File: src/rtl/evt_timer_pkg.sv
package evt_timer_pkg;
  localparam int ADDR_W = 8;
  localparam logic [ADDR_W-1:0] OFF_MATCH = 8'h00;
  localparam logic [ADDR_W-1:0] OFF_COUNT = 8'h04;
  localparam logic [ADDR_W-1:0] OFF_CTRL  = 8'h08;
  localparam logic [ADDR_W-1:0] OFF_CLEAR = 8'h0C;
  localparam logic [ADDR_W-1:0] OFF_LOCK  = 8'h20;
  localparam logic [ADDR_W-1:0] OFF_DIV   = 8'h34;

  typedef struct packed {
    logic zero_on_hit;
    logic run;
  } tmr_ctrl_t;
endpackage

File: src/rtl/evt_timer_regs.sv
module evt_timer_regs
  import evt_timer_pkg::*;
#(
  parameter int CNT_W  = 32,
  parameter int DATA_W = 32,
  parameter int DIV_W  = 2
) (
  input  logic              clk,
  input  logic              rst_n,
  input  logic              we,
  input  logic [ADDR_W-1:0] addr,
  input  logic [DATA_W-1:0] wdata,
  input  logic [CNT_W-1:0]  count,
  output logic [CNT_W-1:0]  match_val,
  output tmr_ctrl_t         ctrl,
  output logic [DIV_W-1:0]  div_code,
  output logic              clear_stb,
  output logic [DATA_W-1:0] rdata
);
  logic lock_q;

  assign clear_stb = we && (addr == OFF_CLEAR);

  always_ff @(posedge clk or negedge rst_n) begin
    if (!rst_n) begin
      match_val <= '1;
      ctrl      <= '0;
      div_code  <= '0;
      lock_q    <= 1'b0;
    end else if (we) begin
      case (addr)
        OFF_MATCH: match_val <= wdata[CNT_W-1:0];
        OFF_CTRL:  ctrl      <= tmr_ctrl_t'(wdata[1:0]);
        OFF_LOCK:  lock_q    <= wdata[0];
        OFF_DIV:   if (!lock_q) div_code <= wdata[DIV_W-1:0];
        default: ;
      endcase
    end
  end

  always_comb begin
    case (addr)
      OFF_MATCH: rdata = DATA_W'(match_val);
      OFF_COUNT: rdata = DATA_W'(count);
      OFF_CTRL:  rdata = DATA_W'(ctrl);
      OFF_LOCK:  rdata = DATA_W'(lock_q);
      OFF_DIV:   rdata = DATA_W'(div_code);
      default:   rdata = '0;
    endcase
  end

  generate
    if (DATA_W > CNT_W) begin : g_wide_bus
      logic unused_wdata_hi;
      assign unused_wdata_hi = ^wdata[DATA_W-1:CNT_W];
    end
  endgenerate

  // a divider write while locked leaves the divider untouched
  assert_lock_holds_div_R10: assert property (@(posedge clk) disable iff (!rst_n)
    (lock_q && we && addr == OFF_DIV) |=> $stable(div_code));
endmodule

File: src/rtl/evt_timer_presc.sv
module evt_timer_presc #(
  parameter int DIV_W = 2
) (
  input  logic             clk,
  input  logic             rst_n,
  input  logic             run,
  input  logic             restart,
  input  logic [DIV_W-1:0] div_code,
  output logic             tick
);
  logic [DIV_W-1:0] phase;

  assign tick = run && !restart && (phase >= div_code);

  always_ff @(posedge clk or negedge rst_n) begin
    if (!rst_n)                         phase <= '0;
    else if (!run || restart)           phase <= '0;
    else if (phase >= div_code)         phase <= '0;
    else                                phase <= phase + DIV_W'(1);
  end

  // ticks only while running
  assert_tick_needs_run_R2: assert property (@(posedge clk) disable iff (!rst_n)
    tick |-> run);
  // with a divider above one, ticks are never back to back
  assert_tick_spacing_R3: assert property (@(posedge clk) disable iff (!rst_n)
    (tick && div_code != '0) |=> (!tick || div_code == '0));
endmodule

File: src/rtl/evt_timer_core.sv
module evt_timer_core #(
  parameter int CNT_W = 32
) (
  input  logic             clk,
  input  logic             rst_n,
  input  logic             tick,
  input  logic             run,
  input  logic             zero_on_hit,
  input  logic             restart,
  input  logic [CNT_W-1:0] match_val,
  output logic [CNT_W-1:0] count,
  output logic             irq,
  output logic             pending
);
  logic equal, hit, hit_q;

  assign equal = (count == match_val);
  assign hit   = run && equal;
  assign irq   = hit && !hit_q;

  always_ff @(posedge clk or negedge rst_n) begin
    if (!rst_n) begin
      count   <= '0;
      hit_q   <= 1'b0;
      pending <= 1'b0;
    end else begin
      hit_q <= hit;
      if (restart)                         count <= '0;
      else if (tick && zero_on_hit && equal) count <= '0;
      else if (tick)                       count <= count + CNT_W'(1);
      if (irq)          pending <= 1'b1;
      else if (restart) pending <= 1'b0;
    end
  end

  // the event pulse lasts a single clock
  assert_single_pulse_R5: assert property (@(posedge clk) disable iff (!rst_n)
    irq |=> !irq);
  // an event leaves the pending flag set
  assert_pending_after_irq_R8: assert property (@(posedge clk) disable iff (!rst_n)
    irq |=> pending);
  // all-ones steps to zero on a plain tick
  assert_wrap_to_zero_R4: assert property (@(posedge clk) disable iff (!rst_n)
    (tick && !restart && count == '1 && !(zero_on_hit && equal)) |=> count == '0);
  // auto-zero after a match
  assert_zero_on_hit_R7: assert property (@(posedge clk) disable iff (!rst_n)
    (tick && !restart && zero_on_hit && equal) |=> count == '0);
  // a clear strobe empties the count
  assert_clear_zeroes_R9: assert property (@(posedge clk) disable iff (!rst_n)
    restart |=> count == '0);
  // no tick and no clear leaves the count still
  assert_hold_without_tick_R2: assert property (@(posedge clk) disable iff (!rst_n)
    (!tick && !restart) |=> $stable(count));
endmodule

File: src/rtl/evt_timer.sv
module evt_timer
  import evt_timer_pkg::*;
#(
  parameter int CNT_W  = 32,
  parameter int DATA_W = 32,
  parameter int DIV_W  = 2
) (
  input  logic              clk,
  input  logic              rst_n,
  input  logic              bus_we,
  input  logic [7:0]        bus_addr,
  input  logic [DATA_W-1:0] bus_wdata,
  output logic [DATA_W-1:0] bus_rdata,
  output logic              irq_pulse,
  output logic              evt_pending
);
  logic [CNT_W-1:0] count, match_val;
  tmr_ctrl_t        ctrl;
  logic [DIV_W-1:0] div_code;
  logic             clear_stb, tick;

  evt_timer_regs #(.CNT_W(CNT_W), .DATA_W(DATA_W), .DIV_W(DIV_W)) u_regs (
    .clk(clk), .rst_n(rst_n), .we(bus_we), .addr(bus_addr), .wdata(bus_wdata),
    .count(count), .match_val(match_val), .ctrl(ctrl), .div_code(div_code),
    .clear_stb(clear_stb), .rdata(bus_rdata)
  );

  evt_timer_presc #(.DIV_W(DIV_W)) u_presc (
    .clk(clk), .rst_n(rst_n), .run(ctrl.run), .restart(clear_stb),
    .div_code(div_code), .tick(tick)
  );

  evt_timer_core #(.CNT_W(CNT_W)) u_core (
    .clk(clk), .rst_n(rst_n), .tick(tick), .run(ctrl.run),
    .zero_on_hit(ctrl.zero_on_hit), .restart(clear_stb), .match_val(match_val),
    .count(count), .irq(irq_pulse), .pending(evt_pending)
  );
endmodule

File: config.mk
export PLATFORM = sky130hd
export DESIGN_NAME = evt_timer
export DESIGN_NICKNAME = d
export VERILOG_FILES = /design/src/rtl/evt_timer_pkg.sv /design/src/rtl/evt_timer_regs.sv /design/src/rtl/evt_timer_presc.sv /design/src/rtl/evt_timer_core.sv /design/src/rtl/evt_timer.sv
export SDC_FILE = /design/constraint.sdc
export NUM_CORES = 1
export LEC_CHECK = 0
export BUFFER_PORTS_ARGS = -buffer_cell sky130_fd_sc_hd__buf_2
export CAP_MARGIN = 10
export CORE_UTILIZATION = 30
export CTS_BUF_LIST = sky130_fd_sc_hd__clkbuf_16
export DETAILED_ROUTE_END_ITERATION = 10
export GPL_TIMING_DRIVEN = 0
export PLACE_DENSITY_LB_ADDON = 0.12
export SYNTH_ARGS = -nofsm -noshare
export SYNTH_HDL_FRONTEND = slang
export SYNTH_SLANG_ARGS = --single-unit
File: constraint.sdc
create_clock -name clk -period 3.75 [get_ports clk]
set_clock_uncertainty 0.2 [all_clocks]
set_input_delay 0.9375 -clock clk [delete_from_list [all_inputs] [get_ports clk]]
set_output_delay 0.9375 -clock clk [all_outputs]
set_load 0.05 [all_outputs]
==> impl_results.md, run 1 <==
* Run status: finished with violations
* Failing checks: negative setup slack
* Layout cell share with drive strength beyond 1 at 46.4%
* H-tree level count at 3
* Total CTS buffers at 9
* Max frequency at 0.249 GHz
* I/O Pins at 77
* Number of antenna violations at the first check in global routing at 0
* Slew Viols, Final at 0
* Number of synthesized flops with an enable pin at 0
* Clock Power Share at 43.3%
* Sink Count at 73
* Die height at 122 um
* Vias in the first global route at 3884
* CTS root buf: clkbuf_16
* Setup CP Type: input pin to primary output
* Clock buffer depth at 2
* Mapped Area at 4300 um^2
* Total Wirelength at 13700 um
* Crit Path Max Fanout at 7
* WP data required at 2.61 ns
* Via count at 3717
* Endpoints failing setup at 32
* HP Start: u_presc.phase[0]
* WL per Instance at 19.9 um
* Syn avg cell area at 10.6 um^2
* Leak Pwr at 2.73 nW
* Worst-margin pin slew at 1.11 ns
* Switching share of total power at 25.7%
* # placed instances at 662
* Nets at 550
* Reg power frac at 46.5%
* First-pass GRT wire length at 21600 um
* Max VDD drop at 0.000221 V
* Hold Path Class: register to register
* DRT iter0 DRCs at 287
* Synthesis Warnings at 0
* Mapped Nets at 451
* Die area at 14800 um^2
* CTS tree: yes
* Total Neg Setup Slack at -7.85 ns
* Final hold vios at 0
* Sequential fraction of the synthesis area at 43.4%
* Psw at 0.494 mW
* Worst r2r dst: u_core.count[29]
* Placement Rows at 43
* Data arrival, critical path at 2.88 ns
* Pwr Density at 310 nW/um^2
* Max cap viols at 0
* Worst R2R Setup Slack at 1.01 ns
* Synthesized netlist cell count at 405
* Core Footprint at 13900 um^2
* Layout fillers at 1300
* Residual DRC at 0
* Crit start category: input pin
* Most common cell after layout, fill and taps aside: buf_2
* Min Tclk post-route at 4.02 ns
* Predominant post-synthesis flop cell: dfrtp_1
* Period utilization at 107%
* R2R depth at 6
* Hold_buf cts at 0
* Combinational Power Share at 10.3%
* Hold EP: u_presc.phase[0]
* Worst hold stages at 1
* Most frequent cells in the layout: buf_2 (47), dfrtp_1 (40), mux2_2 (37)
* RePlAce Congestion at 0.787
* Number of I/O port buffers at 76
* Drt first pass iters at 5
* Total track usage at 19.7%
* Util after Layout at 44.5%
* Post-DP HPWL at 9670 um
* RSZ-0062 raised after global routing: true
* Internal power at 1.43 mW
* Worst reg2reg path startpoint: u_core.count[5]
* GRT Residual Overflow at 0
* Area growth from synthesis to final layout at 44.4%
* Netlist cell types at 46
* Maximum number of pins on one net before global-route repair at 42
* N_diodes at 0
* Async SR Flop Fraction at 100%
* #FFs+latches synth at 73
* Die W at 122 um
* CP Capture Type: primary output
* Non-filler cells, final at 689
* Starting Density at 30.8%
* Routed Antenna Nets at 0
* DP Worst Slack at -0.556 ns
* Worst Setup Slack, final at -0.269 ns
* Clk slew on worst S/H paths at 0.05 ns
* Rel. slew slack at 25.2%
* Insertion delay to the later sink of the worst-skew pair at 0.34 ns
* Vias per cell at 5.39
## cells in the mapped netlist (all sizes together), types with 3 or more instances
| cell type | n | area (um^2) |
|---|---|---|
| o31ai | 10 | 75.1 |
| a22o | 30 | 263 |
| clkbuf | 21 | 80.1 |
| inv | 13 | 48.8 |
| nand3 | 18 | 90.1 |
| nor2 | 6 | 22.5 |
| xor2 | 29 | 254 |
| buf | 9 | 51.3 |
| nand4 | 9 | 62.6 |
| ha | 3 | 37.5 |
| xnor2 | 12 | 105 |
| and3 | 3 | 18.8 |
| and4 | 3 | 26.3 |
| a211oi | 12 | 90.1 |
| dfrtp | 41 | 1030 |
| nand2 | 21 | 78.8 |
| nor4 | 14 | 93.8 |
| nand2b | 3 | 18.8 |
| a221oi | 20 | 181 |
| nor3 | 5 | 36.3 |
| or4 | 13 | 105 |
| mux2 | 37 | 417 |
| o21ai | 11 | 55.1 |
| nor3b | 3 | 22.5 |
| and2 | 3 | 18.8 |
| or3 | 10 | 62.6 |
| dfstp | 32 | 841 |
## critical path, cell delays in order
cell and delay, ns:
buf_6 0.09, or4_4 0.55, or3_4 0.44, nor3b_4 0.25, buf_12 0.18, clkbuf_16 0.17
a22o_4 0.12, buf_8 0.14
## metrics by stage
step	hold slack, ns	power (mW)	area, um^2
after floorplan	0.243	0.991	4650
after global placement	0.257	1.08	5260
after detailed placement	0.265	1.09	5290
final	0.274	1.92	6200
after global routing	0.295	2.01	6200
after CTS	0.272	1.94	6110
## how the worst max path moves through the flow
| stage | start | end | depth (start not counted) | slack [ns] |
|---|---|---|---|---|
| finish | bus_addr[0] | bus_rdata[26] | 8 | -0.27 |
| global route | bus_addr[0] | bus_rdata[0] | 9 | -0.31 |
| CTS | bus_addr[7] | bus_rdata[1] | 10 | -0.35 |
| detailed placement | bus_addr[7] | bus_rdata[26] | 8 | -0.56 |
| global placement | bus_addr[7] | bus_rdata[26] | 8 | -0.54 |
| floorplan | bus_addr[7] | bus_rdata[10] | 6 | -0.10 |
## sequential cells by signal, summed over array words and instances (netlist names)
register and count:
u_presc.phase 2, u_regs.ctrl 2, u_core.hit_q 1, u_regs.match_val 32
u_regs.div_code 2, u_regs.lock_q 1, u_core.pending 1, u_core.count 32
## logic make-up (layout without fill, tap and decap cells)
kind of cell             Yosys count  in the layout  share of synthesized area (%)
multiplexers                      37             37                           9.69
adder cells (fa/ha/maj)            3              3                          0.873
flip-flops                        73             73                           43.4
AND/OR/NAND/NOR                  115            115                           16.0
XOR/XNOR                          41             41                           8.36
buffers and inverters             43            147                           4.19
AO/OA/AOI/OAI                     93             93                           17.5
## power groups by stage
stage          clock network (mW)  registers, mW  logic, mW
2_1_floorplan                   0          0.886      0.105
4_1_cts                     0.861          0.887      0.196
3_3_place_gp                    0          0.899      0.182
5_1_grt                     0.892          0.899      0.219
3_5_place_dp                    0          0.900      0.187
6_report                    0.832          0.893      0.197
## area by class of cell
cell class,count,area (um^2),area share (%)
Buffer,29,250,4.03
Clock inverter,7,55.1,0.887
Multi-Input combinational cell,289,2610,42.1
Sequential cell,73,1870,30.1
Tap cell,180,225,3.63
Clock buffer,9,225,3.63
Inverter,13,48.8,0.786
Timing Repair Buffer,89,918,14.8
## per-layer routing
layer | vias to the layer above | global-route usage (%) | wire, um
met5 | - | 0 | 0
met4 | 0 | 6.10 | 284
met3 | 19 | 5.34 | 623
met2 | 106 | 32.2 | 6630
met1 | 1838 | 25.3 | 6190
li1 | 1754 | - | -
## repair_timing
| action | in CTS | in global routing |
|---|---|---|
| setup endpoints to repair | 33 | 33 |
| resized for setup | 113 | 16 |
| endpoints found under the hold margin | 0 | 0 |
| buffers inserted | 5 | 2 |
| gates cloned | 4 | 1 |
| pin swaps | 8 | 8 |
No activity file was read; power rests on OpenSTA's default activity.
==> run 2, diff against run 1 <==
- CTS_BUF_LIST: sky130_fd_sc_hd__clkbuf_16 -> sky130_fd_sc_hd__clkbuf_8
- SKIP_CTS_REPAIR_TIMING: unset -> 1
==> impl_results.md, run 2 (same netlist as run 1, synthesis figures left out) <==
* Starting Density at 30.8% (unchanged)
* Endpoints failing setup at 33 (was 32)
* First-pass GRT wire length at 20700 um (was 21600 um)
* RSZ-0062 raised after global routing: true (unchanged)
* Most common cell after layout, fill and taps aside: buf_2 (unchanged)
* # placed instances at 662 (unchanged)
* Clk slew on worst S/H paths at 0.07 ns (was 0.05 ns)
* Hold Path Class: register to register (unchanged)
* Die W at 122 um (unchanged)
* Crit Path Max Fanout at 10 (was 7)
* Setup CP Type: input pin to primary output (unchanged)
* Total Wirelength at 13500 um (was 13700 um)
* DP Area at 5290 um^2 (unchanged)
* FF+latch area at 1870 um^2 (about the same)
* Final hold vios at 0 (unchanged)
* Min Tclk post-route at 4.07 ns (was 4.02 ns)
* Nets at 550 (unchanged)
* Layout cell share with drive strength beyond 1 at 46.0% (was 46.4%)
* Vias per cell at 5.38 (was 5.39)
* Residual DRC at 0 (unchanged)
* Run status: finished with violations (unchanged)
* Met1 usage at 24.6% (was 25.3%)
* Layout fillers at 1333 (was 1300)
* Insertion delay to the later sink of the worst-skew pair at 0.37 ns (was 0.34 ns)
* Number of I/O port buffers at 76 (unchanged)
* Core Footprint at 13900 um^2 (unchanged)
* Die height at 122 um (unchanged)
* Non-filler cells, final at 689 (unchanged)
* Leak Pwr at 2.65 nW (was 2.73 nW)
* Data arrival, critical path at 2.93 ns (was 2.88 ns)
* WL per Instance at 19.6 um (was 19.9 um)
* Top flop regs: u_core.count x32, u_regs.match_val x32 (unchanged)
* Total CTS buffers at 9 (unchanged)
* Util after Layout at 42.8% (was 44.5%)
* Post-DP HPWL at 9670 um (unchanged)
* Period utilization at 109% (was 107%)
* Area growth from synthesis to final layout at 38.7% (was 44.4%)
* GRT Residual Overflow at 0 (unchanged)
* DP Worst Slack at -0.556 ns (unchanged)
* Placement Rows at 43 (unchanged)
* Sink Count at 73 (unchanged)
* Failing checks: negative setup slack (unchanged)
* Die area at 14800 um^2 (unchanged)
* Pwr Density at 289 nW/um^2 (was 310 nW/um^2)
* WP data required at 2.61 ns (about the same)
* DRT iter0 DRCs at 164 (was 287)
* Crit path launch: bus_addr[7] (was bus_addr[0])
* Worst reg2reg path startpoint: u_core.count[2] (was u_core.count[5])
* Met3 Use GR at 4.49% (was 5.34%)
* M2 GR Usage at 31.5% (was 32.2%)
* I/O Pins at 77 (unchanged)
* CTS tree: yes (unchanged)
* Vias in the first global route at 3726 (was 3884)
* Worst Setup Slack, final at -0.321 ns (was -0.269 ns)
* Total track usage at 18.9% (was 19.7%)
* Max cap viols at 0 (unchanged)
* Max VDD drop at 0.000219 V (was 0.000221 V)
* Maximum number of pins on one net before global-route repair at 42 (unchanged)
* Clock buffer depth at 2 (unchanged)
* RePlAce Congestion at 0.787 (unchanged)
* HP Start: u_presc.phase[0] (unchanged)
* Routed Antenna Nets at 0 (unchanged)
* Worst-margin pin slew at 1.14 ns (was 1.11 ns)
* Multi-input gate area at 2580 um^2 (was 2610 um^2)
* Slew Viols, Final at 0 (unchanged)
* Rel. slew slack at 23.0% (was 25.2%)
* Max frequency at 0.246 GHz (was 0.249 GHz)
* Via count at 3709 (was 3717)
* Fin area at 5960 um^2 (was 6200 um^2)
* Gr busiest metal: met2 (unchanged)
* CTS root buf: clkbuf_8 (was clkbuf_16)
* CP Capture Type: primary output (unchanged)
* H-tree level count at 3 (unchanged)
* Design Power at 1.72 mW (was 1.92 mW)
* Drt first pass iters at 4 (was 5)
* Crit start category: input pin (unchanged)
* Number of antenna violations at the first check in global routing at 0 (unchanged)
* N_diodes at 0 (unchanged)
* Most frequent cells in the layout: buf_2 (49), dfrtp_1 (41), mux2_2 (37) (was buf_2 (47), dfrtp_1 (40), mux2_2 (37))
run 2: path summary, 6_finish.rpt:
| kind | endpoint | slack [ns] | cells after the start |
|---|---|---|---|
| worst max-delay path | bus_rdata[26] | -0.32 | 9 |
| worst min-delay path | u_presc.phase[0] | 0.28 | 1 |
| max in group asynchronous | u_regs.match_val[0] | 2.41 | 2 |
| min in group asynchronous | u_core.count[30] | 0.31 | 1 |
| worst max register to register | u_core.count[22] | 0.94 | 8 |
| worst min register to register | u_presc.phase[0] | 0.28 | 1 |
run 2: power by group:
group | leakage (nW) | internal (mW) | total [mW] | switching [mW]
logic | 1.66 | 0.0855 | 0.194 | 0.108
registers | 0.886 | 0.835 | 0.886 | 0.0510
clock network | 0.112 | 0.337 | 0.645 | 0.308
total | 2.65 | 1.26 | 1.72 | 0.467
run 2: area by class of cell:
class	count	area share [%]
clock buffers	11	2.54
clock inverters	5	0.797
inverters	13	0.818
repair buffers	88	13.6
well taps	180	3.78
multi-input cells	289	43.3
flip-flops and latches	73	31.3
plain buffers	30	3.88
run 2: worst max-delay path: stages:
cell and delay (ns):
buf_6 0.09, or4_4 0.52, buf_6 0.14, or3_4 0.36, nor3b_4 0.27, buf_4 0.18
buf_12 0.14, a22o_4 0.13, buf_6 0.15
run 2: routing by layer:
metal	vias to the layer above	wire length (um)
li1	1752	-
met4	0	228
met3	14	514
met2	87	6600
met1	1856	6200
met5	-	0
run 2: per-stage QoR:
stage | hold WS [ns] | setup TNS [ns]
6_report | 0.278 | -9.48
5_1_grt | 0.298 | -11.72
4_1_cts | 0.275 | -15.79
3_5_place_dp | 0.265 | -15.34
3_3_place_gp | 0.257 | -14.91
2_1_floorplan | 0.243 | -1.63
